--- src/rtl/pwr_mode_pkg.sv ---
package pwr_mode_pkg;

  typedef enum logic [1:0] {
    PM_RUN   = 2'd0,
    PM_IDLE  = 2'd1,
    PM_PDOWN = 2'd2,
    PM_WAKE  = 2'd3
  } pm_state_e;

  localparam int          ADDR_W   = 2;
  localparam logic [1:0]  REG_MODE = 2'd0;
  localparam logic [1:0]  REG_PCLK = 2'd1;
  localparam logic [1:0]  REG_WAKE = 2'd2;

  // mode register bit positions
  localparam int B_IDLE   = 0;
  localparam int B_PDOWN  = 1;
  localparam int B_BODPD  = 2;
  localparam int B_BODOFF = 3;
  localparam int B_RSTOFF = 4;
  localparam int CTRL_W   = 5;

endpackage

--- src/rtl/pwr_cfg_regs.sv ---
module pwr_cfg_regs
  import pwr_mode_pkg::*;
#(
  parameter int DW       = 32,
  parameter int NPERIPH  = 8,
  parameter int WT_W     = 8,
  parameter int WAKE_RST = 16
) (
  input  logic               clk,
  input  logic               rst_n,
  input  logic               cfg_valid,
  input  logic [ADDR_W-1:0]  cfg_addr,
  input  logic [DW-1:0]      cfg_wdata,
  input  logic               wr_open,
  input  logic               wake_clr,
  input  logic               usb_block,
  output logic               cfg_ready,
  output logic [DW-1:0]      cfg_rdata,
  output logic               mode_idle,
  output logic               mode_pdown,
  output logic               bod_pd_sel,
  output logic               bod_off,
  output logic               rst_off,
  output logic [NPERIPH-1:0] pen_q,
  output logic [WT_W-1:0]    wake_len
);

  logic wr_fire;
  logic unused_wbits;

  assign unused_wbits = ^cfg_wdata;
  assign cfg_ready    = wr_open & ~mode_idle & ~mode_pdown;
  assign wr_fire      = cfg_valid & cfg_ready;

  // mode bits: a write only lands while running, a wake only clears while stopped
  always_ff @(posedge clk or negedge rst_n) begin
    if (!rst_n) begin
      mode_idle  <= 1'b0;
      mode_pdown <= 1'b0;
      bod_pd_sel <= 1'b0;
      bod_off    <= 1'b0;
      rst_off    <= 1'b0;
    end else if (wr_fire && cfg_addr == REG_MODE) begin
      mode_idle  <= cfg_wdata[B_IDLE];
      mode_pdown <= cfg_wdata[B_PDOWN] & ~usb_block;
      bod_pd_sel <= cfg_wdata[B_BODPD];
      bod_off    <= cfg_wdata[B_BODOFF];
      rst_off    <= cfg_wdata[B_RSTOFF];
    end else if (wake_clr) begin
      mode_idle  <= 1'b0;
      mode_pdown <= 1'b0;
    end
  end

  always_ff @(posedge clk or negedge rst_n) begin
    if (!rst_n) begin
      pen_q <= '0;
    end else if (wr_fire && cfg_addr == REG_PCLK) begin
      pen_q <= cfg_wdata[NPERIPH-1:0];
    end
  end

  always_ff @(posedge clk or negedge rst_n) begin
    if (!rst_n) begin
      wake_len <= WT_W'(WAKE_RST);
    end else if (wr_fire && cfg_addr == REG_WAKE) begin
      wake_len <= cfg_wdata[WT_W-1:0];
    end
  end

  always_comb begin
    cfg_rdata = '0;
    case (cfg_addr)
      REG_MODE: cfg_rdata[CTRL_W-1:0]  = {rst_off, bod_off, bod_pd_sel, mode_pdown, mode_idle};
      REG_PCLK: cfg_rdata[NPERIPH-1:0] = pen_q;
      REG_WAKE: cfg_rdata[WT_W-1:0]    = wake_len;
      default:  cfg_rdata = '0;
    endcase
  end

endmodule

--- src/rtl/pwr_mode_fsm.sv ---
module pwr_mode_fsm
  import pwr_mode_pkg::*;
#(
  parameter int WT_W = 8
) (
  input  logic            clk,
  input  logic            rst_n,
  input  logic            req_idle,
  input  logic            req_pdown,
  input  logic [WT_W-1:0] wake_len,
  input  logic            ext_irq,
  input  logic            periph_irq_any,
  output pm_state_e       state_q,
  output pm_state_e       state_d,
  output logic            wake_clr
);

  logic [WT_W-1:0] wake_cnt;
  logic [WT_W-1:0] wake_last;

  // a programmed length of zero behaves as one cycle
  assign wake_last = (wake_len == '0) ? '0 : wake_len - WT_W'(1);

  always_comb begin
    state_d  = state_q;
    wake_clr = 1'b0;
    case (state_q)
      PM_RUN: begin
        if (req_pdown)     state_d = PM_PDOWN;   // power-down wins over idle
        else if (req_idle) state_d = PM_IDLE;
      end
      PM_IDLE: begin
        if (ext_irq || periph_irq_any) begin
          state_d  = PM_RUN;
          wake_clr = 1'b1;
        end
      end
      PM_PDOWN: begin
        if (ext_irq) state_d = PM_WAKE;
      end
      PM_WAKE: begin
        if (wake_cnt >= wake_last) begin
          state_d  = PM_RUN;
          wake_clr = 1'b1;
        end
      end
      default: state_d = PM_RUN;
    endcase
  end

  always_ff @(posedge clk or negedge rst_n) begin
    if (!rst_n) state_q <= PM_RUN;
    else        state_q <= state_d;
  end

  // wakeup timer: counts only while the oscillator has been restarted
  always_ff @(posedge clk or negedge rst_n) begin
    if (!rst_n)                     wake_cnt <= '0;
    else if (state_q == PM_PDOWN)   wake_cnt <= '0;
    else if (state_q == PM_WAKE)    wake_cnt <= wake_cnt + WT_W'(1);
  end

endmodule

--- src/rtl/pwr_clk_outs.sv ---
module pwr_clk_outs
  import pwr_mode_pkg::*;
#(
  parameter int NPERIPH = 8
) (
  input  logic               clk,
  input  logic               rst_n,
  input  pm_state_e          state_d,
  input  logic [NPERIPH-1:0] pen_q,
  input  logic               bod_pd_sel,
  input  logic               bod_off,
  input  logic               rst_off,
  input  logic               bod_stage1,
  input  logic               bod_stage2,
  output logic               cpu_clk_en,
  output logic [NPERIPH-1:0] periph_clk_en,
  output logic               aon_clk_en,
  output logic               osc_en,
  output logic               bod_en,
  output logic               bod_irq,
  output logic               chip_rst_req
);

  logic bus_live;
  logic det_on;

  assign bus_live = (state_d == PM_RUN) || (state_d == PM_IDLE);
  assign det_on   = ~bod_off & ~((state_d == PM_PDOWN) & bod_pd_sel);

  // every enable is a flop, so it only moves at the reference clock edge
  always_ff @(posedge clk or negedge rst_n) begin
    if (!rst_n) begin
      cpu_clk_en   <= 1'b1;
      aon_clk_en   <= 1'b1;
      osc_en       <= 1'b1;
      bod_en       <= 1'b1;
      bod_irq      <= 1'b0;
      chip_rst_req <= 1'b0;
    end else begin
      cpu_clk_en   <= (state_d == PM_RUN);
      aon_clk_en   <= bus_live;
      osc_en       <= (state_d != PM_PDOWN);
      bod_en       <= det_on;
      bod_irq      <= det_on & bod_stage1;
      chip_rst_req <= det_on & bod_stage2 & ~rst_off;
    end
  end

  for (genvar gi = 0; gi < NPERIPH; gi++) begin : g_pclk
    always_ff @(posedge clk or negedge rst_n) begin
      if (!rst_n) periph_clk_en[gi] <= 1'b0;
      else        periph_clk_en[gi] <= bus_live & pen_q[gi];
    end
  end

endmodule

--- src/rtl/pwr_mode_ctrl.sv ---
module pwr_mode_ctrl
  import pwr_mode_pkg::*;
#(
  parameter int DW       = 32,
  parameter int NPERIPH  = 8,
  parameter int WT_W     = 8,
  parameter int WAKE_RST = 16
) (
  input  logic               clk,
  input  logic               rst_n,
  input  logic               cfg_valid,
  output logic               cfg_ready,
  input  logic [1:0]         cfg_addr,
  input  logic [DW-1:0]      cfg_wdata,
  output logic [DW-1:0]      cfg_rdata,
  input  logic [NPERIPH-1:0] irq_periph,
  input  logic               ext_irq,
  input  logic               usb_wake_en,
  input  logic               usb_need_clk,
  input  logic               bod_stage1,
  input  logic               bod_stage2,
  output logic               cpu_clk_en,
  output logic [NPERIPH-1:0] periph_clk_en,
  output logic               aon_clk_en,
  output logic               osc_en,
  output logic               bod_en,
  output logic               bod_irq,
  output logic               chip_rst_req
);

  pm_state_e          state_q;
  pm_state_e          state_d;
  logic               wake_clr;
  logic               mode_idle;
  logic               mode_pdown;
  logic               ctl_bodpd;
  logic               ctl_gdis;
  logic               ctl_rdis;
  logic [NPERIPH-1:0] pen_q;
  logic [WT_W-1:0]    wake_len;

  pwr_cfg_regs #(
    .DW(DW), .NPERIPH(NPERIPH), .WT_W(WT_W), .WAKE_RST(WAKE_RST)
  ) u_regs (
    .clk        (clk),
    .rst_n      (rst_n),
    .cfg_valid  (cfg_valid),
    .cfg_addr   (cfg_addr),
    .cfg_wdata  (cfg_wdata),
    .wr_open    (state_q == PM_RUN),
    .wake_clr   (wake_clr),
    .usb_block  (usb_wake_en & usb_need_clk),
    .cfg_ready  (cfg_ready),
    .cfg_rdata  (cfg_rdata),
    .mode_idle  (mode_idle),
    .mode_pdown (mode_pdown),
    .bod_pd_sel (ctl_bodpd),
    .bod_off    (ctl_gdis),
    .rst_off    (ctl_rdis),
    .pen_q      (pen_q),
    .wake_len   (wake_len)
  );

  pwr_mode_fsm #(.WT_W(WT_W)) u_fsm (
    .clk            (clk),
    .rst_n          (rst_n),
    .req_idle       (mode_idle),
    .req_pdown      (mode_pdown),
    .wake_len       (wake_len),
    .ext_irq        (ext_irq),
    .periph_irq_any (|irq_periph),
    .state_q        (state_q),
    .state_d        (state_d),
    .wake_clr       (wake_clr)
  );

  pwr_clk_outs #(.NPERIPH(NPERIPH)) u_outs (
    .clk           (clk),
    .rst_n         (rst_n),
    .state_d       (state_d),
    .pen_q         (pen_q),
    .bod_pd_sel    (ctl_bodpd),
    .bod_off       (ctl_gdis),
    .rst_off       (ctl_rdis),
    .bod_stage1    (bod_stage1),
    .bod_stage2    (bod_stage2),
    .cpu_clk_en    (cpu_clk_en),
    .periph_clk_en (periph_clk_en),
    .aon_clk_en    (aon_clk_en),
    .osc_en        (osc_en),
    .bod_en        (bod_en),
    .bod_irq       (bod_irq),
    .chip_rst_req  (chip_rst_req)
  );

endmodule

--- config.mk ---
export PLATFORM = sky130hd
export DESIGN_NAME = pwr_mode_ctrl
export DESIGN_NICKNAME = d
export VERILOG_FILES = /design/src/rtl/pwr_mode_pkg.sv /design/src/rtl/pwr_cfg_regs.sv /design/src/rtl/pwr_mode_fsm.sv /design/src/rtl/pwr_clk_outs.sv /design/src/rtl/pwr_mode_ctrl.sv
export SDC_FILE = /design/constraint.sdc
export NUM_CORES = 1
export LEC_CHECK = 0
export BUFFER_PORTS_ARGS = -buffer_cell sky130_fd_sc_hd__buf_4
export CORE_MARGIN = 10
export CORE_UTILIZATION = 40
export CTS_CLUSTER_SIZE = 30
export DETAILED_ROUTE_END_ITERATION = 8
export PLACE_DENSITY = 0.69
export SYNTH_ARGS = -nofsm -noshare
export SYNTH_HDL_FRONTEND = slang
export SYNTH_SLANG_ARGS = --single-unit
--- constraint.sdc ---
create_clock -name clk -period 2.6 [get_ports clk]
set_clock_uncertainty 0.15 [all_clocks]
set_input_delay 0.52 -clock clk [delete_from_list [all_inputs] [get_ports clk]]
set_output_delay 0.52 -clock clk [all_outputs]
set_load 0.005 [all_outputs]
==> flow_summary.json <==
{
  "outcome": "finished, violations left",
  "violations": "setup timing",
  "finalWorstSetupSlack_ns": -0.102,
  "maxSlewHeadroom_pct": 62.4,
  "die_w_um": 102,
  "core_area_sq_um": 6420,
  "netlist_instances": 236,
  "grt_overflow_total": 0,
  "wire_per_inst_um": 16.0,
  "async_flop_share_pct": 100,
  "layout_commonest_cell": "buf_4",
  "setup_viol": 12,
  "vias": 1896,
  "clk_pin_slew_ns": 0.09,
  "hold_buffers": 0,
  "cts_root_buf": "clkbuf_8",
  "io_buffers": 48,
  "grt_start_max_net_pins": 46,
  "grt_pass1_wl_mm": 9.93,
  "antenna_found_initial": 0,
  "syn_area_sq_um": 2660,
  "power.density_nw_per_um2": 1050,
  "htreeDepth": 2,
  "final_nets": 370,
  "cts_buffers": 5,
  "drv_slew": 0,
  "worst_pin_slew_ns": 0.564,
  "firstDrtPassIters": 4,
  "num_rows": 29,
  "start_util_pct": 41.5,
  "ys.flop_type": "dfrtp_1",
  "reg2reg_to": "u_outs.periph_clk_en[0]$_DFF_PN0_",
  "drt-initial-drc-count": 84,
  "required_ns": 2.65,
  "cts_sinks": 45,
  "cts_tree": "yes",
  "drive_gt1_share_pct": 43.3,
  "worstSetupPathType": "register to register",
  "r2r_slack_ns": -0.10,
  "finalHoldViolations": 0,
  "worst-r2r-cell-count": 9,
  "ys_ff_latch": 45,
  "io_pins": 97,
  "synth_edf_count": 0,
  "dpl_worst_slack_ns": -0.255,
  "grt_pass1_vias": 2079,
  "area_growth_pct": 28.7,
  "drc": 0,
  "startpoint": "u_regs.wake_len[5]$_DFFE_PN0P_",
  "clockBufferDepth": 2,
  "avgSynthCellArea_sq_um": 11.3,
  "hp-class": "primary input to async pin",
  "maxClockFrequency_mhz": 370,
  "cp_max_fo": 6,
  "routed_wl_mm": 6.16,
  "drtAntennaViolNets": 0,
  "final_cell_mix": "buf_4 (68), dfrtp_1 (38), conb_1 (24), mux2_4 (19), nor2b_1 (13)",
  "via_per_inst": 4.94,
  "r2r_start": "u_regs.wake_len[5]$_DFFE_PN0P_",
  "yosysWarnings": 0,
  "clock_latency_ns": 0.30,
  "die_h_um": 102,
  "crit_path_start_kind": "register",
  "ys_seq_area_share_pct": 42.5,
  "tns_ns": -0.865,
  "power.leakage_uw": 0.00169,
  "place_congestion": 0.804,
  "stdcell_count": 384,
  "fin_crit_sh_pct": 104,
  "track_usage_pct": 11.9,
  "vdd_drop_max_mv": 0.456,
  "period_needed_ns": 2.70,
  "cap_violations": 0,
  "rsz0062_at_grt": "yes",
  "cp-end-kind": "register",
  "worstPathArrival_ns": 2.75,
  "hpwl_mm": 4.66,
  "ys_types": 54,
  "placed_cells": 370,
  "die_area_sq_um": 10300,
  "antennaDiodeCount": 0
}
==> cells in the mapped netlist (2+ instances only) <==
master	count	area [sq um]
inv_1	13	48.8
buf_6	2	22.5
nand2_1	7	26.3
xnor2_1	4	35.0
o21a_1	2	15.0
nand2_8	2	40.0
nand3_1	6	30.0
mux2_4	19	285
mux2i_1	3	30.0
nor2_1	9	33.8
a21oi_1	4	20.0
o22ai_1	3	18.8
a222oi_1	5	50.1
or3_1	3	18.8
a21o_1	3	22.5
dfrtp_1	40	1000
nor3_1	4	20.0
o21ai_0	4	20.0
a22oi_1	4	30.0
and2_1	3	18.8
ha_1	14	175
nand2b_1	5	31.3
buf_2	5	25.0
nor3b_1	2	15.0
dfstp_2	5	131
nor2b_1	14	87.6
buf_4	24	180
==> through the flow <==
step	cell area, sq um	total power [uW]	utilization (%)	hold WS (ns)
after floorplan	2800	2240	-	0.0744
after global placement	3160	2790	49.2	0.341
after detailed placement	3160	2840	49.2	0.343
after CTS	3340	3460	52.0	0.0749
after global routing	3430	3880	53.4	0.0970
final	3430	3610	53.4	0.0596
==> sequential cells by signal, summed over array words and instances, names as in the netlist, 2 cells and up <==
signal / cells
u_fsm.wake_cnt: 8
u_outs.periph_clk_en: 8
u_regs.pen_q: 8
u_regs.wake_len: 8
u_fsm.state_q: 2
==> timing repair <==
action | in CTS | in global routing
setup buffers | 3 | 3
pin swaps | 4 | 8
endpoints found under the setup margin | 14 | 14
resized for setup | 11 | 14
==> worst max-delay path by stage <==
stage	to	slack [ns]	depth (start not counted)
after detailed placement	u_outs.periph_clk_en[2]$_DFF_PN0_	-0.26	11
final	u_outs.periph_clk_en[0]$_DFF_PN0_	-0.10	9
after global placement	u_outs.periph_clk_en[4]$_DFF_PN0_	-0.23	11
after CTS	u_outs.periph_clk_en[4]$_DFF_PN0_	-0.05	11
after floorplan	u_outs.periph_clk_en[5]$_DFF_PN0_	0.02	9
after global routing	u_outs.periph_clk_en[3]$_DFF_PN0_	-0.21	11
==> power by group <==
part | switching, uW | internal [uW]
logic | 824 | 1130
clock network | 242 | 216
registers | 214 | 983
total | 1280 | 2330
==> cell families (layout without fill, tap and decap cells) <==
family                     count (synthesis)  after routing  share of synthesized area [%]
AOI/OAI and AO/OA                         38             38                           10.9
xor gates and xnor gates                   5              5                           1.64
adders and majority gates                 14             14                           6.58
buffers and inverters                     46             94                           10.7
DFF                                       45             45                           42.5
muxes                                     22             22                           11.8
other                                      1             24                          0.141
and+or+nand+nor                           65             65                           15.8
==> layout make-up <==
| class | count | area (sq um) |
|---|---|---|
| Fill cell | 530 | 2990 |
| Multi-Input combinational cell | 168 | 1490 |
| Sequential cell | 45 | 1130 |
| Timing Repair Buffer | 72 | 556 |
| Tap cell | 77 | 96.3 |
| Clock buffer | 6 | 82.6 |
| Inverter | 14 | 52.6 |
| Clock inverter | 2 | 13.8 |
==> metal layers <==
metal	vias to the layer above	GRT usage (%)	share of wire (%)
met5	-	0	0
met4	0	3.74	1.5
met3	8	2.86	5.1
met2	54	20.5	52
met1	916	14.2	42
li1	918	-	-
==> worst max-delay path: stages (launching register included) <==
cell	delay [ns]
dfrtp_1	0.39
or3_4	0.37
or3_4	0.36
and2_4	0.16
ha_4	0.20
nand2b_4	0.14
a2111oi_4	0.37
o221a_4	0.29
buf_6	0.13
nor2b_1	0.04
Power figures use the tool's default switching activity.
